**src/rtl/desip_step_pkg.sv**
```systemverilog
package desip_step_pkg;

  localparam int WORD_W  = 32;
  localparam int BYTE_W  = 8;
  localparam int NIB_W   = 4;

  // Source bit of the second operand feeding result bit p.
  // Only low-nibble positions matter; other positions pass straight through
  // and are discarded by the low-nibble mask downstream.
  function automatic int gather_src(input int p);
    int lane;
    int row;
    lane = p % BYTE_W;
    row  = p / BYTE_W;
    if (lane < NIB_W)
      return 24 - BYTE_W * lane + 2 * row;
    else
      return p;
  endfunction

endpackage

```
**src/rtl/desip_gather.sv**
```systemverilog
module desip_gather #(
  parameter int DATA_W = desip_step_pkg::WORD_W
) (
  input  logic [DATA_W-1:0] din,
  output logic [DATA_W-1:0] dout
);

  // One wire per output bit: a fixed crossbar picking every eighth even bit.
  for (genvar g = 0; g < DATA_W; g++) begin : g_bit
    localparam int SRC = desip_step_pkg::gather_src(g);
    assign dout[g] = din[SRC];
  end

endmodule

```
**src/rtl/desip_merge.sv**
```systemverilog
module desip_merge #(
  parameter int              DATA_W  = desip_step_pkg::WORD_W,
  parameter int              SHIFT   = desip_step_pkg::NIB_W,
  parameter logic [DATA_W-1:0] HI_MASK = 32'hF0F0_F0F0,
  parameter logic [DATA_W-1:0] LO_MASK = 32'h0F0F_0F0F
) (
  input  logic [DATA_W-1:0] acc,
  input  logic [DATA_W-1:0] gathered,
  output logic [DATA_W-1:0] merged
);

  logic [DATA_W-1:0] acc_moved;
  logic [DATA_W-1:0] hi_part;
  logic [DATA_W-1:0] lo_part;

  always_comb begin
    acc_moved = acc << SHIFT;
    hi_part   = acc_moved & HI_MASK;
    lo_part   = gathered & LO_MASK;
    merged    = hi_part | lo_part;
  end

endmodule

```
**src/rtl/desip_outreg.sv**
```systemverilog
module desip_outreg #(
  parameter int DATA_W = desip_step_pkg::WORD_W
) (
  input  logic              clk,
  input  logic              rst,
  input  logic              vin,
  input  logic [DATA_W-1:0] din,
  output logic              vout,
  output logic [DATA_W-1:0] dout
);

  always_ff @(posedge clk) begin
    if (rst) begin
      vout <= 1'b0;
      dout <= '0;
    end else begin
      vout <= vin;
      if (vin)
        dout <= din;
    end
  end


  reset_clear_chk: assert property (@(posedge clk) rst |=> (!vout && dout == '0));


  valid_follow_chk: assert property (@(posedge clk) disable iff (rst) vin |=> vout);


  valid_drop_chk: assert property (@(posedge clk) disable iff (rst) !vin |=> !vout);


  hold_idle_chk: assert property (@(posedge clk) disable iff (rst) !vin |=> $stable(dout));

endmodule

```
**src/rtl/desip_step.sv**
```systemverilog
module desip_step #(
  parameter int                DATA_W  = desip_step_pkg::WORD_W,
  parameter int                SHIFT   = desip_step_pkg::NIB_W,
  parameter logic [DATA_W-1:0] HI_MASK = 32'hF0F0_F0F0,
  parameter logic [DATA_W-1:0] LO_MASK = 32'h0F0F_0F0F
) (
  input  logic              clk,
  input  logic              rst,
  input  logic              in_valid,
  input  logic [DATA_W-1:0] rs1,
  input  logic [DATA_W-1:0] rs2,
  output logic              out_valid,
  output logic [DATA_W-1:0] result
);

  logic [DATA_W-1:0] gathered;
  logic [DATA_W-1:0] merged;

  desip_gather #(
    .DATA_W (DATA_W)
  ) u_gather (
    .din  (rs2),
    .dout (gathered)
  );

  desip_merge #(
    .DATA_W  (DATA_W),
    .SHIFT   (SHIFT),
    .HI_MASK (HI_MASK),
    .LO_MASK (LO_MASK)
  ) u_merge (
    .acc      (rs1),
    .gathered (gathered),
    .merged   (merged)
  );

  desip_outreg #(
    .DATA_W (DATA_W)
  ) u_outreg (
    .clk  (clk),
    .rst  (rst),
    .vin  (in_valid),
    .din  (merged),
    .vout (out_valid),
    .dout (result)
  );


  hi_nibble_chk: assert property (@(posedge clk) disable iff (rst)
    in_valid |=> ((result & HI_MASK) == (($past(rs1) << SHIFT) & HI_MASK)));


  lane0_gather_chk: assert property (@(posedge clk) disable iff (rst)
    in_valid |=> (result[0] == $past(rs2[24])));

endmodule

```
**config.mk**
```make
export PLATFORM = sky130hd
export DESIGN_NAME = desip_step
export DESIGN_NICKNAME = d
export VERILOG_FILES = /design/src/rtl/desip_step_pkg.sv /design/src/rtl/desip_gather.sv /design/src/rtl/desip_merge.sv /design/src/rtl/desip_outreg.sv /design/src/rtl/desip_step.sv
export SDC_FILE = /design/constraint.sdc
export NUM_CORES = 1
export LEC_CHECK = 0
export ABC_AREA = 1
export CAP_MARGIN = 5
export CELL_PAD_IN_SITES_DETAIL_PLACEMENT = 0
export CELL_PAD_IN_SITES_GLOBAL_PLACEMENT = 1
export CORE_UTILIZATION = 23
export CTS_BUF_LIST = sky130_fd_sc_hd__clkbuf_8 sky130_fd_sc_hd__clkbuf_16
export DETAILED_ROUTE_END_ITERATION = 12
export MAX_ROUTING_LAYER = met4
export PLACE_DENSITY = 0.83
export SLEW_MARGIN = 20
export SYNTH_ARGS = -nofsm -noshare
export SYNTH_HDL_FRONTEND = slang
export SYNTH_SLANG_ARGS = --single-unit
```
**constraint.sdc**
```tcl
create_clock -name clk -period 1.43 [get_ports clk]
set_input_delay 0.286 -clock clk [delete_from_list [all_inputs] [get_ports clk]]
set_output_delay 0.286 -clock clk [all_outputs]
set_load 0.01 [all_outputs]
```
==> results of run 1 <==
## registers in the layout (all words and copies together) (netlist names)
signal and count:
u_outreg.vout 1, u_outreg.dout 32
## kinds of logic after synthesis
group                  Yosys count  synth area share (%)
and+or+nand+nor                129                  35.8
buffers and inverters           44                  15.4
DFF                             33                  48.8
## through the flow
stage	instances	area [um^2]	setup WS, ns	hold slack [ns]
floorplan	206	1350	0.587	0.357
global placement	338	2060	0.165	0.456
detailed placement	338	2060	0.151	0.463
CTS	345	2110	0.00110	0.466
global route	345	2120	0.203	0.495
finish	345	2120	0.252	0.466
## metal layers
layer / track usage, % / vias up
met5: - / -
met4: 3.33 / 0
met3: 4.19 / 5
met2: 16.3 / 42
met1: 10.9 / 542
li1: - / 709
## cell type report
class	count	share of cell area, %
inverters	34	6.01
flip-flops and latches	33	31.1
repair buffers	70	31.8
well taps	72	4.24
multi-input cells	129	22.8
clock buffers	6	3.89
clock inverters	1	0.177
## how the worst max path moves through the flow
| stage | slack, ns | cells past startpoint | start | end |
|---|---|---|---|---|
| after floorplan | 0.59 | 4 | in_valid | u_outreg.dout[10]$_SDFFE_PP0P_ |
| after global placement | 0.16 | 5 | rst | u_outreg.dout[26]$_SDFFE_PP0P_ |
| after detailed placement | 0.15 | 5 | rst | u_outreg.dout[4]$_SDFFE_PP0P_ |
| after CTS | 0.001 | 1 | u_outreg.dout[10]$_SDFFE_PP0P_ | result[10] |
| after global routing | 0.20 | 1 | u_outreg.dout[8]$_SDFFE_PP0P_ | result[8] |
| final | 0.25 | 1 | u_outreg.dout[8]$_SDFFE_PP0P_ | result[8] |
## Yosys cell counts (all sizes together)
library cell and number:
nand2 64, inv 34, dfxtp 33, nor2 65
buf 10
## repair_timing
item	in CTS	in global routing
gates resized for setup	29	4
setup endpoints to repair	29	4
gates cloned	0	0
## power groups by stage
| stage | clock network, mW | registers, mW | logic [mW] |
|---|---|---|---|
| final | 0.682 | 1.01 | 0.369 |
| after global routing | 0.771 | 1.02 | 0.417 |
| after CTS | 0.727 | 1.01 | 0.377 |
| after detailed placement | 0 | 1.04 | 0.414 |
| after global placement | 0 | 1.03 | 0.411 |
| after floorplan | 0 | 1.06 | 0.153 |
==> out/results.ini, run 1 <==
[drt]
wl_met2_mm = 1.34
met1_length_mm = 1.27
wl_mm = 2.89
avgRoutedWirePerCell_um = 8.37
num_vias = 1298
via_per_inst = 3.76
postRouteAntennaNets = 0
drc = 0
drt_iter0_drc = 27
dr.max_layer_used = met4
drt_pass1_iterations = 3
routed-wl-met3_um = 239

[pwr]
vdd.ir_drop.worst_uv = 277
switchingPower_uw = 503
pwr-share-comb_pct = 17.9
p_clk_share_pct = 33.1
p_leak_nw = 1.23
intPower_mw = 1.56
finalPower_mw = 2.06
seqPwrFrac_pct = 49.1
p_per_area_nw_per_um2 = 972
switching_share_pct = 24.4

[timing]
rsz0062_at_grt = false
setup_tns_ns = 0
final-max-slew-violation-count = 0
period_minus_slack_ns = 1.18
worstMarginPinSlew_ns = 0.258
finClkSkew_ns = 0
setup_viol = 0
post-route-period-util_pct = 82.4
hold_violations = 0
slew_headroom_pct = 82.8
fmax_ghz = 0.849

[outcome]
outcome = completed

[clock_tree]
cts_max_level = 2
cts_num_sinks = 33
clockBufferDepth = 2
clock_latency_ns = 0.28
cts_tree = done
cts-buffers-inserted = 5
cts_root_buf = clkbuf_8
cts.reportedPaths.clkPinSlew_ns = 0.06
post_cts_buffers = 0
cts_hold_buf = 0

[setup_path]
reg2reg_to = u_outreg.dout[28]$_SDFFE_PP0P_
path_cells = dlygate4sd2_1
worstSetupPathType = register to output port
slowest_stage = dfxtp_1
cp_top_family = flip-flops
startpoint_type = register
cp_max_fo = 2
cp.arrival_ns = 0.89
reg2reg_depth = 2
critPathRequiredTime_ns = 1.14
path_buf_inv = 1
r2r_slack_ns = 0.88
max_stage_delay_ns = 0.34
cp-end-kind = output port
reg2reg_from = u_outreg.dout[28]$_SDFFE_PP0P_

[finish]
multi_input_area_um2 = 484
layout.cells.most_common = nor2_1
nets = 340
area_delta_synth_final_pct = 57.0
regArea_um2 = 661
diodes = 0
final_core_util_pct = 38.1
fillers = 622
final_cell_mix = nor2_1, nand2_1, inv_1, clkdlybuf4s50_1, dfxtp_1
drive_gt1_share_pct = 3.66

[worst_hold_path]
hold_depth = 4
holdPathEnd = u_outreg.vout$_SDFF_PP0_
worstHoldStart = in_valid
hp-class = input pin to register

[logic_synthesis]
synth_area_um2 = 1350
synth_warnings = 0
synth_fp_nets = 273
ys_ff_latch = 33
synth.largest_area_cell = dfxtp_1
syn_inst = 206
synth-seq-area-share_pct = 48.8
ys_types = 7
netlist.area_leader.share_pct = 48.8
syn_avg_cell_area_um2 = 6.57
netlist_top_cells_area = dfxtp_1, nor2_1, nand2_1

[floorplanning]
core-area_um2 = 5570
die_y_um = 78.7
ios = 100
die_x_um = 78.7
start_util_pct = 24.3
num_rows = 27
die-area_um2 = 6190

[grt]
grt_use_total_pct = 9.99
grt_max_degree = 66
grt_pass1_vias = 1089
antenna_found_initial = 0
grt_overflow = 0
grt_pass1_wl_mm = 4.71

[place]
port_buffers = 67
gp_congestion = 0.678
hpwlAfterDp_mm = 2.00

[run]
cap_violations = 0

No activity file was read; power rests on OpenSTA's default activity.
==> run 2: changes to the inputs <==
CORE_UTILIZATION = 21   (was 23)
PLACE_DENSITY = 0.77   (was 0.83)
clock period = 1.1 ns   (was 1.43 ns; I/O delays follow)
==> out/results.ini, run 2 (synthesized netlist as in run 1, its figures left out) <==
[drt]
num_vias = 1287  ; -0.85%
drc = 0  ; unchanged
via_per_inst = 3.69  ; -2.0%
drt_pass1_iterations = 4  ; +1
postRouteAntennaNets = 0  ; unchanged
met1_length_mm = 1.35  ; +6.5%
dr.max_layer_used = met4
routed-wl-met3_um = 236  ; -1.3%
avgRoutedWirePerCell_um = 8.35  ; -0.19%
wl_mm = 2.91  ; +0.97%
wl_met2_mm = 1.29  ; -4.0%
drt_iter0_drc = 32  ; +19%

[clock_tree]
cts.reportedPaths.clkPinSlew_ns = 0.07  ; about the same
cts_num_sinks = 33  ; unchanged
post_cts_buffers = 0  ; unchanged
cts_max_level = 2  ; unchanged
cts_hold_buf = 0  ; unchanged
cts_tree = done
cts_root_buf = clkbuf_8
cts-buffers-inserted = 5  ; unchanged
clock_latency_ns = 0.27  ; about the same
clockBufferDepth = 2  ; unchanged

[setup_path]
worstSetupPathType = register to output port
path_cells = clkdlybuf4s15_1
cp.arrival_ns = 0.85  ; -0.04 ns
critPathRequiredTime_ns = 0.88  ; -0.26 ns
cp_max_fo = 2  ; unchanged
startpoint_type = register
slowest_stage = dfxtp_1
max_stage_delay_ns = 0.33  ; about the same
reg2reg_to = u_outreg.dout[29]$_SDFFE_PP0P_
path_buf_inv = 1  ; unchanged
cp_top_family = flip-flops
reg2reg_from = u_outreg.dout[29]$_SDFFE_PP0P_
r2r_slack_ns = 0.55  ; -0.33 ns
cp-end-kind = output port
reg2reg_depth = 2  ; unchanged

[pwr]
switching_share_pct = 24.8  ; +0.45 points
seqPwrFrac_pct = 48.8  ; -0.3 points
pwr-share-comb_pct = 17.9  ; about the same
switchingPower_uw = 670  ; +33%
p_clk_share_pct = 33.2  ; about the same
vdd.ir_drop.worst_uv = 684  ; +150%
p_leak_nw = 1.12  ; -8.6%
p_per_area_nw_per_um2 = 1300  ; +34%
finalPower_mw = 2.70  ; +31%
intPower_mw = 2.03  ; +30%

[finish]
diodes = 0  ; unchanged
final_cells = 349  ; +1.2%
final_core_util_pct = 34.2  ; -3.8 points
stdcell_area_um2 = 2080  ; -2.2%
fillers = 670  ; +7.7%
regMostFlops = u_outreg.dout
drive_gt1_share_pct = 13.9  ; +10 points
reg_top3 = u_outreg.dout: 32 flops, u_outreg.vout: 1 flops
nets = 341  ; +0.29%
layout.cells.most_common = nor2_1
largest_reg_flops = 32  ; unchanged
area_delta_synth_final_pct = 53.5
final_cell_mix = nor2_1, nand2_1, inv_1, clkdlybuf4s50_1, dfxtp_1

[floorplanning]
start_util_pct = 22.3  ; -1.9 points
die-area_um2 = 6770  ; +9.3%
core-area_um2 = 6060  ; +8.7%
ios = 100  ; unchanged
die_x_um = 82.3  ; +4.5%
num_rows = 28  ; +3.7%
die_y_um = 82.3  ; +4.5%

[timing]
hold_ws_ns = 0.376  ; -0.0895 ns
slew_headroom_pct = 88.4  ; +5.7 points
fmax_ghz = 0.939
final-max-slew-violation-count = 0  ; unchanged
post-route-period-util_pct = 96.8
rsz0062_at_grt = false
setup_slack_ns = 0.0348  ; -0.217 ns
worstMarginPinSlew_ns = 0.173  ; -0.0850 ns
setup_viol = 0  ; unchanged
finClkSkew_ns = 0  ; unchanged
setup_tns_ns = 0  ; unchanged
hold_violations = 0  ; unchanged
period_minus_slack_ns = 1.07

[grt]
grt_overflow = 0  ; unchanged
antenna_found_initial = 0  ; unchanged
grt_pass1_wl_mm = 4.71  ; unchanged
grt_max_degree = 34  ; -48%
grt_use_total_pct = 9.60  ; -0.39 points
grt_pass1_vias = 1116  ; +2.5%

[place]
dpl.cell_count = 342  ; +1.2%
port_buffers = 67  ; unchanged
placed_cell_area_um2 = 2110  ; +2.4%
gp_congestion = 0.679  ; about the same
pre_cts_ws_ns = -0.130  ; -0.281 ns
hpwlAfterDp_mm = 2.08  ; +3.7%

[worst_hold_path]
holdPathEnd = u_outreg.vout$_SDFF_PP0_
hp-class = input pin to register
hold_depth = 4  ; unchanged
worstHoldStart = in_valid

[run]
cap_violations = 0  ; unchanged

[outcome]
outcome = completed

run 2: metal layers:
layer  vias up  GRT usage, %
met4         0          4.21
met3         5          3.52
met5         -             -
met1       533          10.4
met2        38          15.8
li1        711             -
run 2: how the worst max path moves through the flow:
stage	start	endpoint	slack (ns)	cells after the start
floorplan	in_valid	u_outreg.dout[10]$_SDFFE_PP0P_	0.32	4
global placement	rst	u_outreg.dout[29]$_SDFFE_PP0P_	-0.10	5
detailed placement	rst	u_outreg.dout[30]$_SDFFE_PP0P_	-0.13	5
CTS	u_outreg.dout[14]$_SDFFE_PP0P_	result[14]	0.0003	1
global route	u_outreg.dout[22]$_SDFFE_PP0P_	result[22]	0.0003	1
finish	u_outreg.dout[4]$_SDFFE_PP0P_	result[4]	0.03	1
run 2: area by class of cell:
class / instances / area, um^2 / share of cell area (%)
multi-input cells: 129 / 484 / 23.3
repair buffers: 71 / 622 / 30.0
well taps: 75 / 93.8 / 4.52
flip-flops and latches: 33 / 662 / 31.9
clock buffers: 6 / 82.6 / 3.98
inverters: 34 / 128 / 6.15
clock inverters: 1 / 3.75 / 0.181
run 2: power by group through the flow:
stage | registers (mW) | clock network (mW) | logic (mW)
6_report | 1.32 | 0.897 | 0.484
5_1_grt | 1.33 | 1.01 | 0.550
4_1_cts | 1.32 | 0.960 | 0.524
3_5_place_dp | 1.34 | 0 | 0.562
3_3_place_gp | 1.34 | 0 | 0.558
2_1_floorplan | 1.38 | 0 | 0.199
run 2: repair_timing:
item	4_1_cts	5_1_grt
endpoints found under the hold margin	0	0
resized for setup	65	29
endpoints found under the setup margin	33	28
cloned	0	0
==> run 3: changes to the inputs <==
CTS_CLUSTER_SIZE = 12   (was default)
PLACE_DENSITY = 0.81   (was 0.77)
SLEW_MARGIN = 10   (was 20)
==> out/results.ini, run 3 (synthesized netlist as in run 1, its figures left out) <==
[drt]
avgRoutedWirePerCell_um = 8.91  ; +6.7%
drt_iter0_drc = 26  ; -19%
drc = 0  ; unchanged
wl_mm = 3.13  ; +7.3%
via_per_inst = 3.64  ; -1.3%
drt_pass1_iterations = 4  ; unchanged
num_vias = 1278  ; -0.70%
postRouteAntennaNets = 0  ; unchanged

[clock_tree]
cts_max_level = 2  ; unchanged
cts_num_sinks = 33  ; unchanged
post_cts_buffers = 0  ; unchanged
cts-buffers-inserted = 5  ; unchanged
clockBufferDepth = 2  ; unchanged
cts_tree = done
clock_latency_ns = 0.28  ; about the same
cts.reportedPaths.clkPinSlew_ns = 0.07  ; about the same
cts_root_buf = clkbuf_8

[finish]
fillers = 695  ; +3.7%
regArea_um2 = 667  ; +0.76%
area_delta_synth_final_pct = 52.0
final_cell_mix = nor2_1, nand2_1, inv_1, clkdlybuf4s50_1, dfxtp_1
final_cells = 351  ; +0.57%
final_core_util_pct = 33.9  ; -0.33 points
drive_gt1_share_pct = 18.8  ; +5.0 points
nets = 342  ; +0.29%
multi_input_area_um2 = 484  ; unchanged
regMostFlops = u_outreg.dout
largest_reg_flops = 32  ; unchanged
layout.cells.most_common = nor2_1
stdcell_area_um2 = 2060  ; -0.96%
reg_top3 = u_outreg.dout: 32 flops, u_outreg.vout: 1 flops
diodes = 0  ; unchanged

[setup_path]
critPathRequiredTime_ns = 0.88  ; about the same
path_buf_inv = 1  ; unchanged
r2r_slack_ns = 0.54  ; about the same
cp_top_family = flip-flops
cp_max_fo = 2  ; unchanged
path_cells = clkdlybuf4s15_2
reg2reg_depth = 2  ; unchanged
worstSetupPathType = register to output port
max_stage_delay_ns = 0.33  ; about the same
slowest_stage = dfxtp_2
cp.arrival_ns = 0.83  ; -0.02 ns
reg2reg_from = u_outreg.dout[15]$_SDFFE_PP0P_
startpoint_type = register
cp-end-kind = output port
reg2reg_to = u_outreg.dout[15]$_SDFFE_PP0P_

[grt]
grt_max_degree = 45  ; +32%
gr-usage-met1_pct = 11.0  ; +0.69 points
grt_pass1_vias = 1121  ; +0.45%
grt_pass1_wl_mm = 4.82  ; +2.5%
antenna_found_initial = 0  ; unchanged
grt_use_total_pct = 9.90  ; +0.30 points
grt_overflow = 0  ; unchanged
busiest_layer = met2
grtUsageMet3_pct = 3.74  ; +0.22 points
met2_usage_pct = 15.5  ; -0.25 points

[floorplanning]
die_y_um = 82.3  ; unchanged
die_x_um = 82.3  ; unchanged
num_rows = 28  ; unchanged
ios = 100  ; unchanged
core-area_um2 = 6060  ; unchanged
die-area_um2 = 6770  ; unchanged
start_util_pct = 22.3  ; unchanged

[place]
gp_congestion = 0.650  ; -4.3%
placed_cell_area_um2 = 2080  ; -1.4%
port_buffers = 67  ; unchanged
dpl.cell_count = 343  ; +0.29%
hpwlAfterDp_mm = 2.16  ; +4.0%

[worst_hold_path]
hp-class = input pin to register
holdPathEnd = u_outreg.vout$_SDFF_PP0_
worstHoldStart = in_valid
hold_depth = 4  ; unchanged

[outcome]
outcome = completed

[timing]
final-max-slew-violation-count = 0  ; unchanged
setup_viol = 0  ; unchanged
finClkSkew_ns = 0  ; unchanged
slew_headroom_pct = 86.4  ; -2.1 points
setup_tns_ns = 0  ; unchanged
hold_violations = 0  ; unchanged
fmax_ghz = 0.952  ; +1.4%
post-route-period-util_pct = 95.5  ; -1.3 points
period_minus_slack_ns = 1.05  ; -0.0147 ns
worstMarginPinSlew_ns = 0.204  ; +0.0311 ns
rsz0062_at_grt = false

[pwr]
p_per_area_nw_per_um2 = 1360  ; +4.6%
p_leak_nw = 1.12  ; -0.32%
vdd.ir_drop.worst_uv = 507  ; -26%

[run]
cap_violations = 0  ; unchanged

[run 3: cell types whose count changed in the layout (fill, tap and decap cells not counted), moves of 2 or more]
cell	previous run	this run
buf_12	4	1
buf_4	0	4
clkbuf_2	24	26
dfxtp_1	32	28
dfxtp_2	1	5
clkdlybuf4s15_1	7	0
clkdlybuf4s15_2	1	5
[run 3: worst max-delay path by stage]
stage	start	end	slack, ns	depth (start not counted)
global route	u_outreg.dout[12]$_SDFFE_PP0P_	result[12]	0.003	1
detailed placement	rst	u_outreg.dout[24]$_SDFFE_PP0P_	-0.15	5
finish	u_outreg.dout[4]$_SDFFE_PP0P_	result[4]	0.05	1
global placement	rst	u_outreg.dout[13]$_SDFFE_PP0P_	-0.12	5
floorplan	in_valid	u_outreg.dout[10]$_SDFFE_PP0P_	0.32	4
CTS	u_outreg.dout[27]$_SDFFE_PP0P_	result[27]	0.0004	1
[run 3: repair_timing]
item | CTS | global route
resized for setup | 72 | 34
hold buffers | 0 | 0
setup endpoints to repair | 33 | 33
gates cloned | 0 | 0
hold endpoints to repair | 0 | 0
[run 3: through the flow]
| stage | worst slack [ns] | power (mW) | hold slack [ns] |
|---|---|---|---|
| final | 0.0495 | 2.80 | 0.376 |
| after global routing | 0.00311 | 2.98 | 0.407 |
| after CTS | 0.000427 | 2.90 | 0.364 |
| after detailed placement | -0.155 | 1.89 | 0.464 |
| after global placement | -0.121 | 1.89 | 0.458 |
| after floorplan | 0.323 | 1.58 | 0.291 |
[run 3: final cells by class]
cell class / count / area share [%]
repair buffers: 72 / 28.3
clock inverters: 1 / 0.243
flip-flops and latches: 33 / 32.4
well taps: 75 / 4.56
inverters: 34 / 6.21
clock buffers: 7 / 4.69
multi-input cells: 129 / 23.6
[run 3: power by group]
group / internal [mW] / switching, mW
clock network: 0.565 / 0.439
registers: 1.28 / 0.0398
logic: 0.250 / 0.221
[run 3: metal layers]
layer,up-vias,share of wire (%)
met5,-,0
met4,0,1.6
met3,7,8.8
met2,45,43
met1,512,47
li1,714,-
